==> src/rtl/bko_pkg.sv <==
package bko_pkg;

  typedef enum logic [1:0] {
    ST_IDLE  = 2'd0,
    ST_RUN   = 2'd1,
    ST_CHECK = 2'd2
  } bist_state_e;

  // Elaboration-time model of the LFSR: state after a number of steps.
  function automatic logic [63:0] lfsr_advance(input logic [63:0] seed,
                                               input logic [63:0] taps,
                                               input int          width,
                                               input int          steps);
    logic [63:0] wmask;
    logic [63:0] s;
    logic        fb;
    wmask = (64'd1 << width) - 64'd1;
    s     = seed & wmask;
    for (int i = 0; i < steps; i++) begin
      fb = ^(s & taps & wmask);
      s  = ((s << 1) | {63'd0, fb}) & wmask;
    end
    return s;
  endfunction

endpackage

==> src/rtl/bko_counter.sv <==
module bko_counter #(
  parameter int W = 4
) (
  input  logic         clk,
  input  logic         rst_n,
  input  logic         clr,
  input  logic         inc,
  output logic [W-1:0] q
);
  always_ff @(posedge clk or negedge rst_n) begin
    if (!rst_n)   q <= '0;
    else if (clr) q <= '0;
    else if (inc) q <= q + W'(1);
  end
endmodule

==> src/rtl/bko_lfsr.sv <==
module bko_lfsr #(
  parameter int              W    = 30,
  parameter logic [W-1:0]    TAPS = 30'h2000_0029,
  parameter logic [W-1:0]    SEED = {1'b1, {(W-1){1'b0}}}
) (
  input  logic         clk,
  input  logic         rst_n,
  input  logic         clr,
  input  logic         en,
  output logic [W-1:0] q
);
  logic fb;
  assign fb = ^(q & TAPS);

  always_ff @(posedge clk or negedge rst_n) begin
    if (!rst_n)   q <= SEED;
    else if (clr) q <= SEED;
    else if (en)  q <= {q[W-2:0], fb};
  end
endmodule

==> src/rtl/bko_mask_sr.sv <==
module bko_mask_sr #(
  parameter int W = 10
) (
  input  logic         clk,
  input  logic         rst_n,
  input  logic         clr,
  input  logic         en,
  output logic [W-1:0] q
);
  always_ff @(posedge clk or negedge rst_n) begin
    if (!rst_n)   q <= '0;
    else if (clr) q <= '0;
    else if (en)  q <= {q[W-2:0], 1'b1};
  end
endmodule

==> src/rtl/bko_bist_ctrl.sv <==
module bko_bist_ctrl
  import bko_pkg::*;
(
  input  logic clk,
  input  logic rst_n,
  input  logic start,
  input  logic tmo_full,
  input  logic verdict,
  output logic clr,
  output logic en,
  output logic busy,
  output logic done,
  output logic pass
);
  bist_state_e state_q, state_d;

  assign clr  = (state_q == ST_IDLE) && start;
  assign en   = (state_q == ST_RUN);
  assign busy = (state_q != ST_IDLE);

  always_comb begin
    state_d = state_q;
    case (state_q)
      ST_IDLE:  if (start) state_d = ST_RUN;
      ST_RUN:   if (tmo_full) state_d = ST_CHECK;
      ST_CHECK: state_d = ST_IDLE;
      default:  state_d = ST_IDLE;
    endcase
  end

  always_ff @(posedge clk or negedge rst_n) begin
    if (!rst_n) begin
      state_q <= ST_IDLE;
      done    <= 1'b0;
      pass    <= 1'b0;
    end else begin
      state_q <= state_d;
      done    <= (state_q == ST_CHECK);
      if (clr)                        pass <= 1'b0;
      else if (state_q == ST_CHECK)   pass <= verdict;
    end
  end
endmodule

==> src/rtl/bko_bist_top.sv <==
module bko_bist_top
  import bko_pkg::*;
#(
  parameter int                 LFSR_W    = 30,
  parameter logic [LFSR_W-1:0]  LFSR_TAPS = 30'h2000_0029,
  parameter logic [LFSR_W-1:0]  LFSR_SEED = {1'b1, {(LFSR_W-1){1'b0}}},
  parameter int                 TMO_W     = 10,
  parameter int                 COLL_W    = 4,
  parameter int                 MASK_W    = 10
) (
  input  logic clk,
  input  logic rst_n,
  input  logic start,
  output logic busy,
  output logic done,
  output logic pass
);
  localparam int SLOT_W = TMO_W + 1;
  localparam int DIV_W  = TMO_W - COLL_W;
  localparam int RUN_LEN = 2 ** TMO_W;
  localparam logic [SLOT_W-1:0] SLOT_END = {1'b1, {TMO_W{1'b0}}};
  localparam logic [LFSR_W-1:0] LFSR_END =
    LFSR_W'(lfsr_advance(64'(LFSR_SEED), 64'(LFSR_TAPS), LFSR_W, RUN_LEN));

  logic              clr, en;
  logic [LFSR_W-1:0] lfsr_q;
  logic [TMO_W-1:0]  tmo_q;
  logic [SLOT_W-1:0] slot_q;
  logic [COLL_W-1:0] coll_q;
  logic [MASK_W-1:0] mask_q;
  logic              coll_inc, div_zero;
  logic              err_q, mask_full, lfsr_ones, verdict;

  bko_lfsr #(.W(LFSR_W), .TAPS(LFSR_TAPS), .SEED(LFSR_SEED)) u_lfsr (
    .clk(clk), .rst_n(rst_n), .clr(clr), .en(en), .q(lfsr_q));

  bko_counter #(.W(TMO_W)) u_tmo (
    .clk(clk), .rst_n(rst_n), .clr(clr), .inc(en), .q(tmo_q));

  bko_counter #(.W(SLOT_W)) u_slot (
    .clk(clk), .rst_n(rst_n), .clr(clr), .inc(en), .q(slot_q));

  generate
    if (DIV_W > 0) begin : g_div
      logic [DIV_W-1:0] div_q;
      bko_counter #(.W(DIV_W)) u_div (
        .clk(clk), .rst_n(rst_n), .clr(clr), .inc(en), .q(div_q));
      assign coll_inc = en && (&div_q);
      assign div_zero = (div_q == '0);
    end else begin : g_nodiv
      assign coll_inc = en;
      assign div_zero = 1'b1;
    end
  endgenerate

  bko_counter #(.W(COLL_W)) u_coll (
    .clk(clk), .rst_n(rst_n), .clr(clr), .inc(coll_inc), .q(coll_q));

  bko_mask_sr #(.W(MASK_W)) u_mask (
    .clk(clk), .rst_n(rst_n), .clr(clr), .en(en), .q(mask_q));

  assign mask_full = &mask_q;
  assign lfsr_ones = &lfsr_q[MASK_W-1:0];

  // Sticky mask-check error
  always_ff @(posedge clk or negedge rst_n) begin
    if (!rst_n)                             err_q <= 1'b0;
    else if (clr)                           err_q <= 1'b0;
    else if (en && lfsr_ones && !mask_full) err_q <= 1'b1;
  end

  assign verdict = (tmo_q == '0) && (slot_q == SLOT_END) && (coll_q == '0)
                && div_zero && (lfsr_q == LFSR_END) && mask_full && !err_q;

  bko_bist_ctrl u_ctrl (
    .clk(clk), .rst_n(rst_n), .start(start), .tmo_full(&tmo_q),
    .verdict(verdict), .clr(clr), .en(en), .busy(busy), .done(done),
    .pass(pass));
endmodule

==> config.mk <==
export PLATFORM = sky130hd
export DESIGN_NAME = bko_bist_top
export DESIGN_NICKNAME = d
export VERILOG_FILES = /design/src/rtl/bko_pkg.sv /design/src/rtl/bko_counter.sv /design/src/rtl/bko_lfsr.sv /design/src/rtl/bko_mask_sr.sv /design/src/rtl/bko_bist_ctrl.sv /design/src/rtl/bko_bist_top.sv
export SDC_FILE = /design/constraint.sdc
export NUM_CORES = 1
export LEC_CHECK = 0
export ABC_AREA = 1
export BUFFER_PORTS_ARGS = -buffer_cell sky130_fd_sc_hd__buf_2
export CAP_MARGIN = 20
export CORE_MARGIN = 4
export CORE_UTILIZATION = 54
export CTS_BUF_LIST = sky130_fd_sc_hd__clkbuf_4 sky130_fd_sc_hd__clkbuf_8 sky130_fd_sc_hd__clkbuf_16
export DETAILED_ROUTE_END_ITERATION = 16
export PLACE_DENSITY = 0.68
export SKIP_CTS_REPAIR_TIMING = 1
export SLEW_MARGIN = 5
export SYNTH_ARGS = -nofsm -noshare
export SYNTH_HDL_FRONTEND = slang
export SYNTH_SLANG_ARGS = --single-unit
export TNS_END_PERCENT = 1
==> constraint.sdc <==
create_clock -name clk -period 2.3 [get_ports clk]
set_input_delay 0.23 -clock clk [delete_from_list [all_inputs] [get_ports clk]]
set_output_delay 0.23 -clock clk [all_outputs]
set_load 0.1 [all_outputs]
[Word level (Yosys, flattened, before mapping)]
Index checks and enable logic that the tools add are counted.
Storage, ports and cells
  register bits after elaboration: 76
  bits of input ports: 3
  output and inout bits: 3
  logic and storage cells: 66
Operators by class
  add/subtract/negate cells: 4
  equal/unequal tests: 6
  muxes and demuxes: 19
  reductions and logical operators: 27
Operators with widths (number)
  30-bit 2-to-1 mux: 2
  10-bit 2-to-1 mux: 4
  30-bit by 26-bit equality test with 1-bit output (second input constant): 1
  10-bit AND reduction: 3
  30-bit XOR reduction: 1
  11-bit 2-to-1 mux: 2
  6-bit 2-to-1 mux: 2
  11-bit by 1-bit adder with 11-bit output (second input constant): 1
  11-bit equality test (second input constant): 1
  10-bit by 1-bit adder with 10-bit output (second input constant): 1
  1-bit logical AND: 10
  10-bit logical NOT: 1
  2-bit nonzero test: 5
  4-bit 2-to-1 mux: 2
  6-bit by 1-bit adder with 6-bit output (second input constant): 1
  6-bit logical NOT: 1
  6-bit AND reduction: 1
  4-bit by 1-bit adder with 4-bit output (second input constant): 1
  4-bit logical NOT: 1
  1-bit 2-to-1 mux: 4
  2-bit 2-to-1 mux: 2
  2-bit one-hot mux with 2 select lines: 1
  2-bit by 1-bit equality test with 1-bit output (second input constant): 1
  2-bit equality test (second input constant): 1
  5 further kinds: 6

[Logic depth before layout (Yosys ltp)]
  depth after elaboration: 9
  mapped depth: 10
  gate-level depth less buffers: 10

[Cells and area by module]
Synthesis repeated with hierarchy kept, for this count alone.
Second synthesis, totals
  cells, all modules: 499
  area total of the unflattened synthesis: 3991.3 um2
By module, submodules not included
  bko_lfsr: instances 1, cells each 114, area an instance 1305.0 um2, seq. area each 752.0 um2
  bko_counter (u_slot): instances 1, cells each 82, area an instance 606.8 um2, seq. area each 275.3 um2
  bko_counter (u_tmo): instances 1, cells each 73, area an instance 545.5 um2, seq. area each 250.2 um2
  bko_bist_top: instances 1, cells each 107, area an instance 452.9 um2, seq. area each 25.0 um2
  bko_mask_sr: instances 1, cells each 41, area an instance 396.6 um2, seq. area each 250.2 um2
  bko_counter (g_div.u_div): instances 1, cells each 39, area an instance 320.3 um2, seq. area each 150.1 um2
  bko_counter (u_coll): instances 1, cells each 24, area an instance 201.4 um2, seq. area each 100.1 um2
  bko_bist_ctrl: instances 1, cells each 19, area an instance 162.7 um2, seq. area each 100.1 um2

[Least setup slack after synthesis]
Ideal clock, no wire load.
  path kind: reg2out
  start: register u_ctrl.state_q[0]
  end: output port busy
  arrival: 1.111 ns
  required time: 2.070 ns
  setup slack: 0.959 ns
  stages on the path, launching flop included: 3
  buffers on the path: 0
  cell sequence: dfrtp_1 > inv_2 > nand2_1
Between the ends
  longest elaborated chain between the ends: 1
Ends and longest elaborated chain
  from (decl): RTL line bko_bist_ctrl.sv:15  | bist_state_e state_q, state_d;
  from (signal assigned): RTL line bko_bist_ctrl.sv:37  | state_q <= state_d;
  2-bit nonzero test: RTL line bko_bist_ctrl.sv:19  | assign busy = (state_q != ST_IDLE);
  to (decl): RTL line bko_bist_top.sv:14  | output logic busy,
No other way between the ends.

[Final worst setup path]
  start: register u_ctrl.state_q[0]
  end: register g_div.u_div.q[3]
Between the ends
  longest elaborated chain between the ends: 3
  elaborated cells on any way between the ends: 5
  those cells by class: eq/ne: 1; mux: 1; reduce/logical: 3
Ends and longest elaborated chain
  2-bit logical NOT: RTL line bko_bist_ctrl.sv:17  | assign clr = (state_q == ST_IDLE) && start;
  1-bit logical AND: RTL line bko_bist_ctrl.sv:17
  6-bit 2-to-1 mux / 2-bit nonzero test (equally long branches)
  to (signal assigned): RTL line bko_counter.sv:13  | else if (inc) q <= q + W'(1);
  to (decl): RTL line bko_counter.sv:8  | output logic [W-1:0] q
Parallel ways exist; a longest one is shown, timed or not.
A chain may end at the register's enable or synchronous reset.

==> run summary <==
Worst IR drop on VDD -> 380 uV
DPL Wire Length -> 4700 um
Number of setup violations in the final report -> 0
Die outline area -> 8430 sq um
Average cell area after synthesis -> 8.70 sq um
Primary FF master, synth -> dfrtp_1
Gr ovfl total -> 0
Final hold viol count -> 0
Total routed wirelength -> 7150 um
Master cell of the clock root buffer -> clkbuf_8
Sequential-to-total area share from yosys stat -> 0.502
Most frequent cells in the layout -> nand2_1, dfrtp_1, inv_1, nor2_1, nand3_1
Number of buffers added on ports -> 5
Number of diodes added for antenna fixing -> 0
Synthesized flop and latch total -> 76
Total via count in the routed design -> 2791
Area of combinational cells with multiple inputs -> 1500 sq um
Number of design rule violations left after detail routing -> 0
Most common library cell in the layout ignoring fill and taps -> nand2_1
CTS tree -> done
Maximum Capacitance Violations -> 0
Maximum buffer depth of the clock tree -> 2
Pin count of the biggest net entering global routing -> 77
Ys Warns -> 0
CTS sink cnt -> 76
Power per unit of standard cell area -> 628 nW/um^2
Total design power -> 2.61 mW
Fraction of the cycle the final worst path needs -> 0.694
Wire length of the first global-routing pass -> 12700 um
Non-Filler Cell Area, Final -> 4160 sq um
GR Util All Layers -> 0.188
Number of antenna violations at the first check in global routing -> 0
Count of final max-slew check failures -> 0
Worst clock skew -> 0.0131 ns
Total CTS buffers -> 9
Cells after Synth -> 436
Highest clock rate -> 626 MHz
Crit end category -> flip-flop
Post-Place Worst Slack -> 0.730 ns
Net count of the mapped netlist -> 447
Initial Util -> 0.558
Fill cell total of the finished layout -> 602
Post-synthesis cell area -> 3790 sq um
Slew at the pin with the worst max-slew slack -> 0.513 ns
Leakage power -> 2.11 nW
Cell Area, Placed -> 3900 sq um
Area delta synth->final -> 9.70%
Antenna Nets Post-Route -> 0
Async set-or-reset flop fraction in the synthesized netlist -> 1.00
Number of placement rows -> 30
Die Span X -> 91.8 um
CP Max Fanout -> 39
Storage cell area -> 1900 sq um
Unrepaired setup endpoints after global routing -> false
Worst skew pair latency -> 0.35 ns
Status -> finished clean
Via count of the first global-routing pass -> 2815
Number of enable-type register cells in the synthesized netlist -> 0
Routability-driven placement congestion ratio -> 0.819
Unique masters post-synth -> 30
Drt wl/cell -> 13.1 um
Share of layout cells above drive strength 1 -> 0.138
Hold Path Class -> input pin to flip-flop
Path type of the worst setup path -> flip-flop to flip-flop
Vias per cell -> 5.12
Max H-tree Level -> 3
Arrival time reported for the critical path endpoint -> 1.82 ns
Worst Slack Setup Final -> 0.703 ns
Number of detailed-routing iterations run before antenna repair -> 4
Kind of start point of the critical path -> flip-flop
Clock transition at the registers of the reported paths -> 0.07 ns
Std-Cell Core Area -> 6790 sq um
Setup TNS -> 0 ns
IO Count -> 6
Required time at the endpoint of the critical path -> 2.52 ns
Final critical-path required period -> 1.60 ns
Detailed Route Iter0 Violations -> 185
Relative slew slack -> 0.658
Die span in y -> 91.8 um
Final layout net count -> 455
## routing by layer
layer / wire, um / global-route usage / vias up
met5: 0 / 0 / -
met4: 149 / 0.0879 / 0
met3: 266 / 0.0369 / 13
met2: 3400 / 0.296 / 46
met1: 3340 / 0.251 / 1324
li1: - / - / 1408
## critical path, cell delays in order, from the launching register on
cell     delay (ns)
dfrtp_1        0.43
nand2_4        0.24
buf_4          0.50
nor2_1         0.12
nor2_1         0.13
nor3_1         0.06
## state kept, by name, indices dropped and copies added, names as in the netlist, 2 cells and up
| name | flops |
|---|---|
| u_tmo.q | 10 |
| u_slot.q | 11 |
| u_lfsr.q | 30 |
| u_ctrl.state_q | 2 |
| g_div.u_div.q | 6 |
| u_coll.q | 4 |
| u_mask.q | 10 |
## cells by family after synthesis
kind of cell	synth area share
flops	0.502
fa+ha+maj	0.0264
xor+xnor	0.00693
buf+inv	0.101
compound gates	0.144
simple gates	0.220
## synthesized netlist by cell type (all sizes together), types with 3 or more instances
master / number / area (sq um)
xor2: 3 / 26.3
a21oi: 10 / 50.1
nor3: 14 / 106
nand2: 82 / 318
o22ai: 36 / 350
dfrtp: 75 / 1880
buf: 12 / 87.6
nor2: 59 / 231
inv: 79 / 297
o21ai: 24 / 120
nand3: 23 / 128
ha: 8 / 100
nand4: 6 / 37.5
## where the power goes
group | internal (mW) | switching (mW)
registers | 1.34 | 0
logic | 0.00639 | 0.0261
clock network | 0.775 | 0.471
## cell type report
class                   instances  area share
multi-input cells             269       0.362
repair buffers                  9      0.0205
well taps                      96      0.0289
flip-flops and latches         76       0.458
inverters                      79      0.0713
clock buffers                  12      0.0367
clock inverters                 4      0.0235
## worst paths after layout
check | startpoint | cells after the start | slack [ns] | to
setup / recovery | u_ctrl.state_q[0] | 5 | 0.70 | g_div.u_div.q[3]
max in group asynchronous | rst_n | 3 | 1.52 | u_lfsr.q[29]
setup reg to reg | u_ctrl.state_q[0] | 5 | 0.70 | g_div.u_div.q[3]
hold / removal | start | 3 | 0.31 | u_ctrl.state_q[0]
hold reg to reg | u_ctrl.pass | 2 | 0.49 | u_ctrl.pass
min in group asynchronous | rst_n | 3 | 0.44 | g_div.u_div.q[5]
## metrics by stage
stage,cells,hold slack (ns),utilization
after detailed placement,528,0.277,0.574
after global placement,528,0.281,0.574
final,545,0.314,0.612
after floorplan,436,-0.0656,-
after global routing,545,0.327,0.612
after CTS,544,-0.0991,0.611
No activity file was read; power rests on OpenSTA's default activity.
